===== config.mk =====
export PLATFORM = sky130hd
export DESIGN_NAME = sar_conv_seq
export DESIGN_NICKNAME = d
export VERILOG_FILES = /design/src/rtl/sar_pkg.sv /design/src/rtl/sar_step_timer.sv /design/src/rtl/sar_bit_reg.sv /design/src/rtl/sar_conv_seq.sv
export SDC_FILE = /design/constraint.sdc
export NUM_CORES = 1
export LEC_CHECK = 0
export BUFFER_PORTS_ARGS = -buffer_cell sky130_fd_sc_hd__buf_2
export CAP_MARGIN = 20
export CORE_ASPECT_RATIO = 1.5
export CORE_MARGIN = 5
export CORE_UTILIZATION = 36
export DETAILED_ROUTE_END_ITERATION = 10
export HOLD_SLACK_MARGIN = 0.1
export PLACE_DENSITY_LB_ADDON = 0.05
export RECOVER_POWER = 25
export SYNTH_ARGS = -nofsm -noshare
export SYNTH_HDL_FRONTEND = slang
export SYNTH_SLANG_ARGS = --single-unit
export TNS_END_PERCENT = 30

===== constraint.sdc =====
create_clock -name clk -period 2.5 [get_ports clk]
set_input_delay 0.25 -clock clk [delete_from_list [all_inputs] [get_ports clk]]
set_output_delay 0.25 -clock clk [all_outputs]
set_load 0.1 [all_outputs]

===== src/rtl/sar_pkg.sv =====
package sar_pkg;

    typedef enum logic [1:0] {
        ST_IDLE   = 2'd0,
        ST_SAMPLE = 2'd1,
        ST_DECIDE = 2'd2
    } sar_state_e;

    function automatic int conv_clocks(input int samp, input int step,
                                       input int bits, input int cpc);
        return (samp + bits * step) * cpc;
    endfunction

endpackage


===== src/rtl/sar_step_timer.sv =====
module sar_step_timer #(
    parameter int W = 5
) (
    input  logic         clk,
    input  logic         rst_n,
    input  logic         load_i,
    input  logic [W-1:0] load_val_i,
    output logic         expire_o
);

    logic [W-1:0] cnt_q;

    always_ff @(posedge clk) begin
        if (!rst_n) begin
            cnt_q <= '0;
        end else if (load_i) begin
            cnt_q <= load_val_i;
        end else if (cnt_q != '0) begin
            cnt_q <= cnt_q - 1'b1;
        end
    end

    assign expire_o = (cnt_q == '0);

endmodule


===== src/rtl/sar_bit_reg.sv =====
module sar_bit_reg #(
    parameter int W = 8
) (
    input  logic         clk,
    input  logic         rst_n,
    input  logic         clear_i,
    input  logic         first_i,
    input  logic         decide_i,
    input  logic         cmp_i,
    output logic [W-1:0] trial_o,
    output logic [W-1:0] resolved_o,
    output logic         last_o
);

    logic [W-1:0] code_q;
    logic [W-1:0] ptr_q;

    assign last_o  = ptr_q[0];
    assign trial_o = code_q;

    for (genvar i = 0; i < W; i++) begin : g_bit
        logic ptr_up;
        if (i == W - 1) begin : g_top
            assign ptr_up = 1'b0;
        end else begin : g_low
            assign ptr_up = ptr_q[i+1];
        end

        assign resolved_o[i] = ptr_q[i] ? (code_q[i] & cmp_i) : code_q[i];

        always_ff @(posedge clk) begin
            if (!rst_n || clear_i) begin
                code_q[i] <= 1'b0;
                ptr_q[i]  <= 1'b0;
            end else if (first_i) begin
                code_q[i] <= (i == W - 1);
                ptr_q[i]  <= (i == W - 1);
            end else if (decide_i) begin
                if (last_o) begin
                    code_q[i] <= 1'b0;
                    ptr_q[i]  <= 1'b0;
                end else begin
                    code_q[i] <= resolved_o[i] | ptr_up;
                    ptr_q[i]  <= ptr_up;
                end
            end
        end
    end

    // the first step presents only the MSB
    p_msb_first_r6: assert property (@(posedge clk) disable iff (!rst_n)
        first_i |=> trial_o == (W'(1) << (W - 1)));

    // the trial code holds between step boundaries
    p_step_hold_r6: assert property (@(posedge clk) disable iff (!rst_n)
        !(clear_i || first_i || decide_i) |=> $stable(trial_o));

    // the final decision returns the trial code to zero
    p_final_clear_r10: assert property (@(posedge clk) disable iff (!rst_n)
        (decide_i && last_o) |=> trial_o == '0);

endmodule


===== src/rtl/sar_conv_seq.sv =====
module sar_conv_seq #(
    parameter int RES_W       = 8,
    parameter int CH_W        = 3,
    parameter int CLK_PER_CYC = 4,
    parameter int SAMP_FAST   = 2,
    parameter int STEP_FAST   = 3,
    parameter int SAMP_SLOW   = 3,
    parameter int STEP_SLOW   = 6
) (
    input  logic             clk,
    input  logic             rst_n,
    input  logic             start_i,
    input  logic [CH_W-1:0]  chan_sel_i,
    input  logic             slow_i,
    input  logic             cmp_i,
    output logic [CH_W-1:0]  chan_o,
    output logic [RES_W-1:0] trial_o,
    output logic             busy_o,
    output logic [RES_W-1:0] result_o,
    output logic             done_o
);
    import sar_pkg::*;

    localparam int SF_CLK  = SAMP_FAST * CLK_PER_CYC;
    localparam int TF_CLK  = STEP_FAST * CLK_PER_CYC;
    localparam int SS_CLK  = SAMP_SLOW * CLK_PER_CYC;
    localparam int TS_CLK  = STEP_SLOW * CLK_PER_CYC;
    localparam int MAX_A   = (SF_CLK > TF_CLK) ? SF_CLK : TF_CLK;
    localparam int MAX_B   = (SS_CLK > TS_CLK) ? SS_CLK : TS_CLK;
    localparam int TMR_MAX = (MAX_A > MAX_B) ? MAX_A : MAX_B;
    localparam int TMR_W   = $clog2(TMR_MAX + 1);
    localparam int FAST_TOTAL = conv_clocks(SAMP_FAST, STEP_FAST, RES_W, CLK_PER_CYC);
    localparam int SLOW_TOTAL = conv_clocks(SAMP_SLOW, STEP_SLOW, RES_W, CLK_PER_CYC);

    localparam logic [TMR_W-1:0] SF_LD = TMR_W'(SF_CLK - 1);
    localparam logic [TMR_W-1:0] TF_LD = TMR_W'(TF_CLK - 1);
    localparam logic [TMR_W-1:0] SS_LD = TMR_W'(SS_CLK - 1);
    localparam logic [TMR_W-1:0] TS_LD = TMR_W'(TS_CLK - 1);

    sar_state_e state_q, state_d;

    logic              slow_q;
    logic [CH_W-1:0]   chan_q;
    logic [RES_W-1:0]  result_q;
    logic              done_q;

    logic              tmr_exp;
    logic              tmr_load;
    logic [TMR_W-1:0]  tmr_val;
    logic              last_bit;
    logic [RES_W-1:0]  resolved;

    logic accept, enter_dec, decide, finish;

    // control strobes
    always_comb begin
        accept    = (state_q == ST_IDLE)   && start_i;
        enter_dec = (state_q == ST_SAMPLE) && tmr_exp;
        decide    = (state_q == ST_DECIDE) && tmr_exp;
        finish    = decide && last_bit;
        tmr_load  = accept || enter_dec || (decide && !last_bit);
        if (accept) begin
            tmr_val = slow_i ? SS_LD : SF_LD;
        end else begin
            tmr_val = slow_q ? TS_LD : TF_LD;
        end
    end

    // state register
    always_ff @(posedge clk) begin
        if (!rst_n) begin
            state_q <= ST_IDLE;
        end else begin
            state_q <= state_d;
        end
    end

    // next state
    always_comb begin
        state_d = state_q;
        unique case (state_q)
            ST_IDLE:   if (start_i)             state_d = ST_SAMPLE;
            ST_SAMPLE: if (tmr_exp)             state_d = ST_DECIDE;
            ST_DECIDE: if (tmr_exp && last_bit) state_d = ST_IDLE;
            default:                            state_d = ST_IDLE;
        endcase
    end

    // registered outputs
    always_ff @(posedge clk) begin
        if (!rst_n) begin
            chan_q   <= '0;
            slow_q   <= 1'b0;
            result_q <= '0;
            done_q   <= 1'b0;
        end else begin
            if (accept) begin
                chan_q <= chan_sel_i;
                slow_q <= slow_i;
                done_q <= 1'b0;
            end
            if (finish) begin
                result_q <= resolved;
                done_q   <= 1'b1;
            end
        end
    end

    sar_step_timer #(.W(TMR_W)) i_timer (
        .clk        (clk),
        .rst_n      (rst_n),
        .load_i     (tmr_load),
        .load_val_i (tmr_val),
        .expire_o   (tmr_exp)
    );

    sar_bit_reg #(.W(RES_W)) i_bits (
        .clk        (clk),
        .rst_n      (rst_n),
        .clear_i    (accept),
        .first_i    (enter_dec),
        .decide_i   (decide),
        .cmp_i      (cmp_i),
        .trial_o    (trial_o),
        .resolved_o (resolved),
        .last_o     (last_bit)
    );

    assign chan_o   = chan_q;
    assign busy_o   = (state_q != ST_IDLE);
    assign result_o = result_q;
    assign done_o   = done_q;

    // conversion length checker
    int unsigned len_q;
    always_ff @(posedge clk) begin
        if (!rst_n || accept) begin
            len_q <= 0;
        end else if (busy_o) begin
            len_q <= len_q + 1;
        end
    end

    p_accept_r2: assert property (@(posedge clk) disable iff (!rst_n)
        (start_i && !busy_o) |=> (busy_o && !done_o));

    p_hold_chan_r3: assert property (@(posedge clk) disable iff (!rst_n)
        (busy_o && $past(busy_o)) |-> $stable(chan_o));

    p_conv_len_r4: assert property (@(posedge clk) disable iff (!rst_n)
        $fell(busy_o) |-> (len_q == (slow_q ? SLOW_TOTAL : FAST_TOTAL)));

    p_done_end_r8: assert property (@(posedge clk) disable iff (!rst_n)
        $rose(done_o) |-> $fell(busy_o));

    p_result_hold_r8: assert property (@(posedge clk) disable iff (!rst_n)
        (!busy_o && $past(!busy_o)) |-> $stable(result_o));

    p_busy_start_r9: assert property (@(posedge clk) disable iff (!rst_n)
        (busy_o && !finish) |=> (busy_o && $stable(slow_q)));

    p_idle_trial_r10: assert property (@(posedge clk) disable iff (!rst_n)
        !busy_o |-> (trial_o == '0));

endmodule


Yosys cells after proc, flatten, opt, wreduce, memory -nomap -nowiden
Index checks and enable logic that the tools add are counted.

storage, ports and cells
  register bits after elaboration = 36
  latch bits = 0
  bits in writable memories = 0
  ROM bits = 0
  input bits = 8
  output and inout port bits = 21
  logic and storage cells = 101
  memories kept = 0

operators by class
  add/subtract/negate cells = 1
  $mul = 0
  divide/modulo/power cells = 0
  $lt $le $gt $ge = 0
  eq/ne operators = 5
  shifts and indexed selects = 0
  multiplexer cells = 38
  bitwise gates (word level) = 15
  reduce and logical (&&, ||, !) cells = 20

operator list
  operator               count
  $mux W1                29
  $mux W5                4
  $and A1 B1 Y1          8
  $reduce_bool A2 Y1     4
  $or A1 B1 Y1           7
  $logic_and A1 B1 Y1    6
  $mux W2                3
  $pmux W2 S3            1
  $logic_not A5 Y1       1
  $reduce_bool A5 Y1     1
  $sub A5 B1 Y5 const B  1
  $mux W4                1
  $ne A2 B2 Y1 const B   2
  $logic_or A1 B1 Y1     3
  $reduce_and A3 Y1      1
  $eq A2 B1 Y1 const B   1
  $eq A2 B2 Y1 const B   1
  $logic_not A1 Y1       2
  $logic_not A2 Y1       1
  $ne A2 B1 Y1 const B   1
  $reduce_or A2 Y1       1

Longest topological paths before layout
  depth in word-level cells = 5
  depth in mapped cells = 8
  mapped depth without buffers = 6

Hierarchy
A second synthesis with hierarchy kept.

unflattened totals
  cell total of the unflattened synthesis = 198
  area, all modules = 1677.9 um^2

by module, submodules not included
  module          instances  cells each  area each (um^2)  seq. area each (um^2)
  sar_bit_reg     1          86          719.4             320.3
  sar_conv_seq    1          78          658.1             300.3
  sar_step_timer  1          34          300.3             100.1

Worst setup path after synthesis
No wires, ideal clock.

  path kind = register to register
  start point = reg i_timer.cnt_q[0]
  end point = reg result_q[0] (netlist: result_o[0])
  setup time = 0.071 ns
  arrival = 1.707 ns
  setup slack = 0.722 ns
  stages on the path, launching flop included = 8
  clock period less this slack = 1.778 ns
  cells stage by stage = dfxtp_1 -> inv_1 -> ha_1 -> or4b_4 -> buf_6 -> nor3_4 -> nand3_1 -> a21boi_1

on the way
  cells in the longest elaborated chain, start to end = 3

ends and longest elaborated chain
  item                      line                  text
  start: declaration        sar_step_timer.sv:11  logic [W-1:0] cnt_q;
  start signal: assignment  sar_step_timer.sv:17  cnt_q <= load_val_i;
  start signal: assignment  sar_step_timer.sv:19  cnt_q <= cnt_q - 1'b1;
  $logic_not A5 Y1          sar_step_timer.sv:23  assign expire_o = (cnt_q == '0);
  $logic_and A1 B1 Y1       sar_conv_seq.sv:59    decide = (state_q == ST_DECIDE) && tmr_exp;
  $logic_and A1 B1 Y1       sar_conv_seq.sv:60    finish = decide && last_bit;
  end signal: assignment    sar_conv_seq.sv:103   result_q <= resolved;
  end: declaration          sar_conv_seq.sv:44    logic [RES_W-1:0] result_q;

No other way between the ends.
A chain may end at the register's enable or synchronous reset.

Worst setup path in the final report
  start point = reg i_timer.cnt_q[0]
  end point = reg result_q[5] (netlist: result_o[5])

Same word-level chain as after synthesis.

==> flow_results.org <==
** Status
- The run finished with clean final reports.

** GRT
- Total congestion overflow :: 0
- Overall track demand over capacity in global routing :: 0.1406
- Via count of the first global-routing pass :: 1419
- The number of antenna violations at the first check in global routing is 0.
- First-pass GRT wire length :: 6.603 mm
- Pin count of the biggest net entering global routing :: 23

** Synthesis
- In the post-synthesis netlist, the cell with the most instances is sky130_fd_sc_hd__dfxtp_1.
- Area of the mapped netlist :: 0.001575 mm2
- Summed over all instances, the cell type with the most area after synthesis is sky130_fd_sc_hd__dfxtp_1.
- Most frequent cells after synthesis :: sky130_fd_sc_hd__dfxtp_1, sky130_fd_sc_hd__nand2_1, sky130_fd_sc_hd__nand3_1
- The most used flip-flop cell after synthesis is sky130_fd_sc_hd__dfxtp_1.
- Distinct cell type count after synthesis :: 35
- After synthesis, the cell types taking the most area are sky130_fd_sc_hd__dfxtp_1, sky130_fd_sc_hd__nand2_1, sky130_fd_sc_hd__nand3_1.
- Proportion of register bits with asynchronous set or reset after synthesis :: 0
- Of the post-synthesis cell area, the dominant cell type holds 0.4575.
- For this run, the register share of the synthesized area comes to 0.4575.
- Yosys mapped a number of flops with a built-in enable equal to 0.
- In the synthesized netlist, the number of instances is 188.
- Number of nets produced by synthesis :: 197
- Count of warnings emitted by yosys :: 0
- A synthesized cell averages 8.379 um2.
- Synthesized flop and latch total :: 36

** STA
- Final hold violations :: 0
- Maximum frequency from static timing analysis :: 0.5105 GHz
- Setup TNS :: 0 ps
- At the pin with the least slew margin, the transition time is 1183 ps.
- Worst hold slack :: 209.5 ps
- The max-slew violation count is 0.
- Worst clock skew :: 7.806 ps
- Setup violations remaining at the end of the flow were counted as 0.
- The worst path needs 1959 ps of the cycle, external delays included.
- Setup repair after global routing missed its margin :: false
- Measured against its own limit, the worst slew margin works out to 0.2145.
- Final worst-path cycle share :: 0.7836

** Placed design
- Placed instance count :: 255
- After detailed placement, the total cell area comes to 0.001748 mm2.
- Global placer's final weighted congestion :: 0.7405
- HPWL reported at the end of detailed placement :: 2.768 mm
- Port Buffers :: 28

** Min path
- Startpoint of the tightest hold check path :: chan_sel_i[2]
- Number of cells traversed by the worst hold path :: 3
- Worst Hold Class :: in2reg

** Worst setup path
- CP startpoint :: i_timer.cnt_q[0]$_SDFFE_PN0P_
- The startpoint identified for the worst register-to-register timing path is i_timer.cnt_q[0]$_SDFFE_PN0P_.
- The worst setup path is launched from a register.
- Critical setup path kind :: reg2reg
- Counting cells, the worst reg-to-reg path comes to 6.
- Along the worst path, the maximum fanout reaches 9.
- Required time of the critical path :: 2710 ps
- Data arrives at the worst endpoint at 2170 ps.
- CP endpoint kind :: register

** Clock tree
- Post-CTS clock slew at the launch and capture registers of the worst setup and hold paths :: 70 ps
- In this run, post-CTS hold repair placed 0 buffers.
- Number of sinks driven by the clock tree :: 36
- Clk Latency, worst-skew pair :: 280 ps
- TritonCTS built the clock tree.
- After clock tree synthesis, the repair step resized 0 gates.
- Post-CTS timing repair inserted 0 buffers for setup.
- The H-tree was split into 2 levels.
- Counting along the longest clock path gives a buffer depth of 2.
- The tree is rooted in a sky130_fd_sc_hd__clkbuf_8.
- Number of buffers created by CTS :: 5

** Power and ir drop
- Across the VDD grid, the largest voltage drop is 0.0004994 V.
- Sequential fraction of design power :: 0.426
- The internal portion of the total power is 0.001045 W.
- Of the total power, the share spent switching nets is 0.3238.
- For this design the ratio of total power to cell area is 840.9 mW/mm2.
- Of the total power, the clock network draws 0.324.
- Gate power share :: 0.251
- Leak Pwr :: 0.6566 nW
- Summed over all nets, the switching power comes to 0.0005004 W.

** Die
- In this run the vertical extent of the chip is 91.02 um.
- Number of cell rows :: 29
- For this configuration, the core starts out at a cell density of 0.3711.
- I/O pin total :: 29
- After floorplanning, the core was sized to cover 0.004245 mm2.
- Die outline area :: 0.005826 mm2
- In this run the horizontal extent of the chip is 64.01 um.

** Finish
- Count of non-filler cells in the finished layout :: 263
- Net count of the finished layout :: 225
- Finished Cell Area :: 0.001838 mm2
- Summing all flip-flop and latch instances after layout gives 720.7 um2.
- The layout has 452 filler cells.
- Summing all multi-input logic gate instances after layout gives 788.3 um2.
- The repair_antennas step left the layout with diodes totalling 0.
- Layout Area Growth over Synthesis :: 16.68%
- In the final layout, the share of cells above drive strength 1 is 0.1336.

** Route
- DR vias/cell :: 5.274
- Detailed routing inserted a total of 1387 vias.
- Wires add up to 3.791 mm.
- Antenna Violating Nets Remaining :: 0
- Before antenna repair, the detailed router went through 4 iterations.
- Wire length per cell :: 14.41 um
- Detailed-route DRC error count :: 0
- The detailed router finished its first iteration with 47 violations.

** Job
- Across the run, the number of max-cap violations was 0.
[power groups by stage]
stage	sequential, W	clock, W	combinational, W
after floorplan	0.000693	0	0.000295
after global placement	0.000668	0	0.000382
after detailed placement	0.000670	0	0.000388
after CTS	0.000657	0.000517	0.000389
after global routing	0.000665	0.000543	0.000430
final	0.000658	0.000500	0.000388
[path summary, 6_finish.rpt]
check / slack (ps) / endpoint
worst min register to register: 450 / result_o[0]$_SDFFE_PN0P_
worst min-delay path: 210 / chan_o[2]$_SDFFE_PN0P_
worst max register to register: 540 / result_o[5]$_SDFFE_PN0P_
worst max-delay path: 540 / result_o[5]$_SDFFE_PN0P_
[cells by family (layout without fill, tap and decap cells)]
group	count (synthesis)	after routing	share of synthesized area
mux	2	2	0.01271
simple gates	85	85	0.2772
compound gates	47	47	0.1914
buf+inv	15	44	0.04210
fa+ha+maj	1	1	0.007942
xor+xnor	2	2	0.01112
flops	36	36	0.4575
[layout make-up]
cell class | instances | share of cell area
clock buffers | 6 | 0.03948
well taps | 46 | 0.03131
clock inverters | 2 | 0.01906
repair buffers | 31 | 0.07897
inverters | 5 | 0.01021
multi-input cells | 137 | 0.4289
flip-flops and latches | 36 | 0.3921
[state kept, by name, indices dropped and copies added, names as in the netlist]
| signal | flops |
|---|---|
| i_bits.trial_o | 8 |
| chan_o | 3 |
| result_o | 8 |
| i_bits.g_bit.ptr_up | 7 |
| i_timer.cnt_q | 5 |
| done_o | 1 |
| slow_q | 1 |
| state_q | 2 |
| i_bits.last_o | 1 |
[through the flow]
| step | utilization | worst slack (ps) | power, W |
|---|---|---|---|
| floorplan | - | 721.9 | 0.0009879 |
| global placement | 0.4117 | 613.9 | 0.001050 |
| detailed placement | 0.4117 | 531.0 | 0.001059 |
| CTS | 0.4371 | 508.9 | 0.001564 |
| global route | 0.4330 | 331.2 | 0.001638 |
| finish | 0.4330 | 541.1 | 0.001546 |
[worst max-delay path: stages (launching register included)]
cell and delay (ps):
sky130_fd_sc_hd__dfxtp_1 330, sky130_fd_sc_hd__inv_1 60, sky130_fd_sc_hd__ha_1 210, sky130_fd_sc_hd__or4b_4 580
sky130_fd_sc_hd__nor3_4 420, sky130_fd_sc_hd__nand3_1 140, sky130_fd_sc_hd__a21boi_1 140
[cell usage in the layout, fill, tap and decap left out, types with 3 or more instances in the layout]
| cell | Yosys | routed |
|---|---|---|
| sky130_fd_sc_hd__a21boi_0 | 8 | 8 |
| sky130_fd_sc_hd__a21boi_1 | 8 | 8 |
| sky130_fd_sc_hd__a21oi_1 | 14 | 14 |
| sky130_fd_sc_hd__a31oi_1 | 5 | 5 |
| sky130_fd_sc_hd__and2_1 | 3 | 3 |
| sky130_fd_sc_hd__buf_2 | 2 | 14 |
| sky130_fd_sc_hd__buf_4 | 0 | 3 |
| sky130_fd_sc_hd__clkbuf_1 | 7 | 15 |
| sky130_fd_sc_hd__clkbuf_8 | 0 | 5 |
| sky130_fd_sc_hd__dfxtp_1 | 36 | 36 |
| sky130_fd_sc_hd__inv_1 | 5 | 5 |
| sky130_fd_sc_hd__nand2_1 | 35 | 35 |
| sky130_fd_sc_hd__nand2b_1 | 9 | 9 |
| sky130_fd_sc_hd__nand3_1 | 23 | 23 |
| sky130_fd_sc_hd__nor2_1 | 3 | 3 |
| sky130_fd_sc_hd__o21ai_0 | 5 | 5 |
[per-layer routing]
| layer | track usage | up-vias | part of all wire |
|---|---|---|---|
| li1 | - | 701 | - |
| met1 | 0.1493 | 667 | 0.41 |
| met2 | 0.2576 | 14 | 0.54 |
| met3 | 0.04074 | 5 | 0.031 |
| met4 | 0.04679 | 0 | 0.016 |
| met5 | 0 | - | 0 |
(Power assumes the default switching activity.)
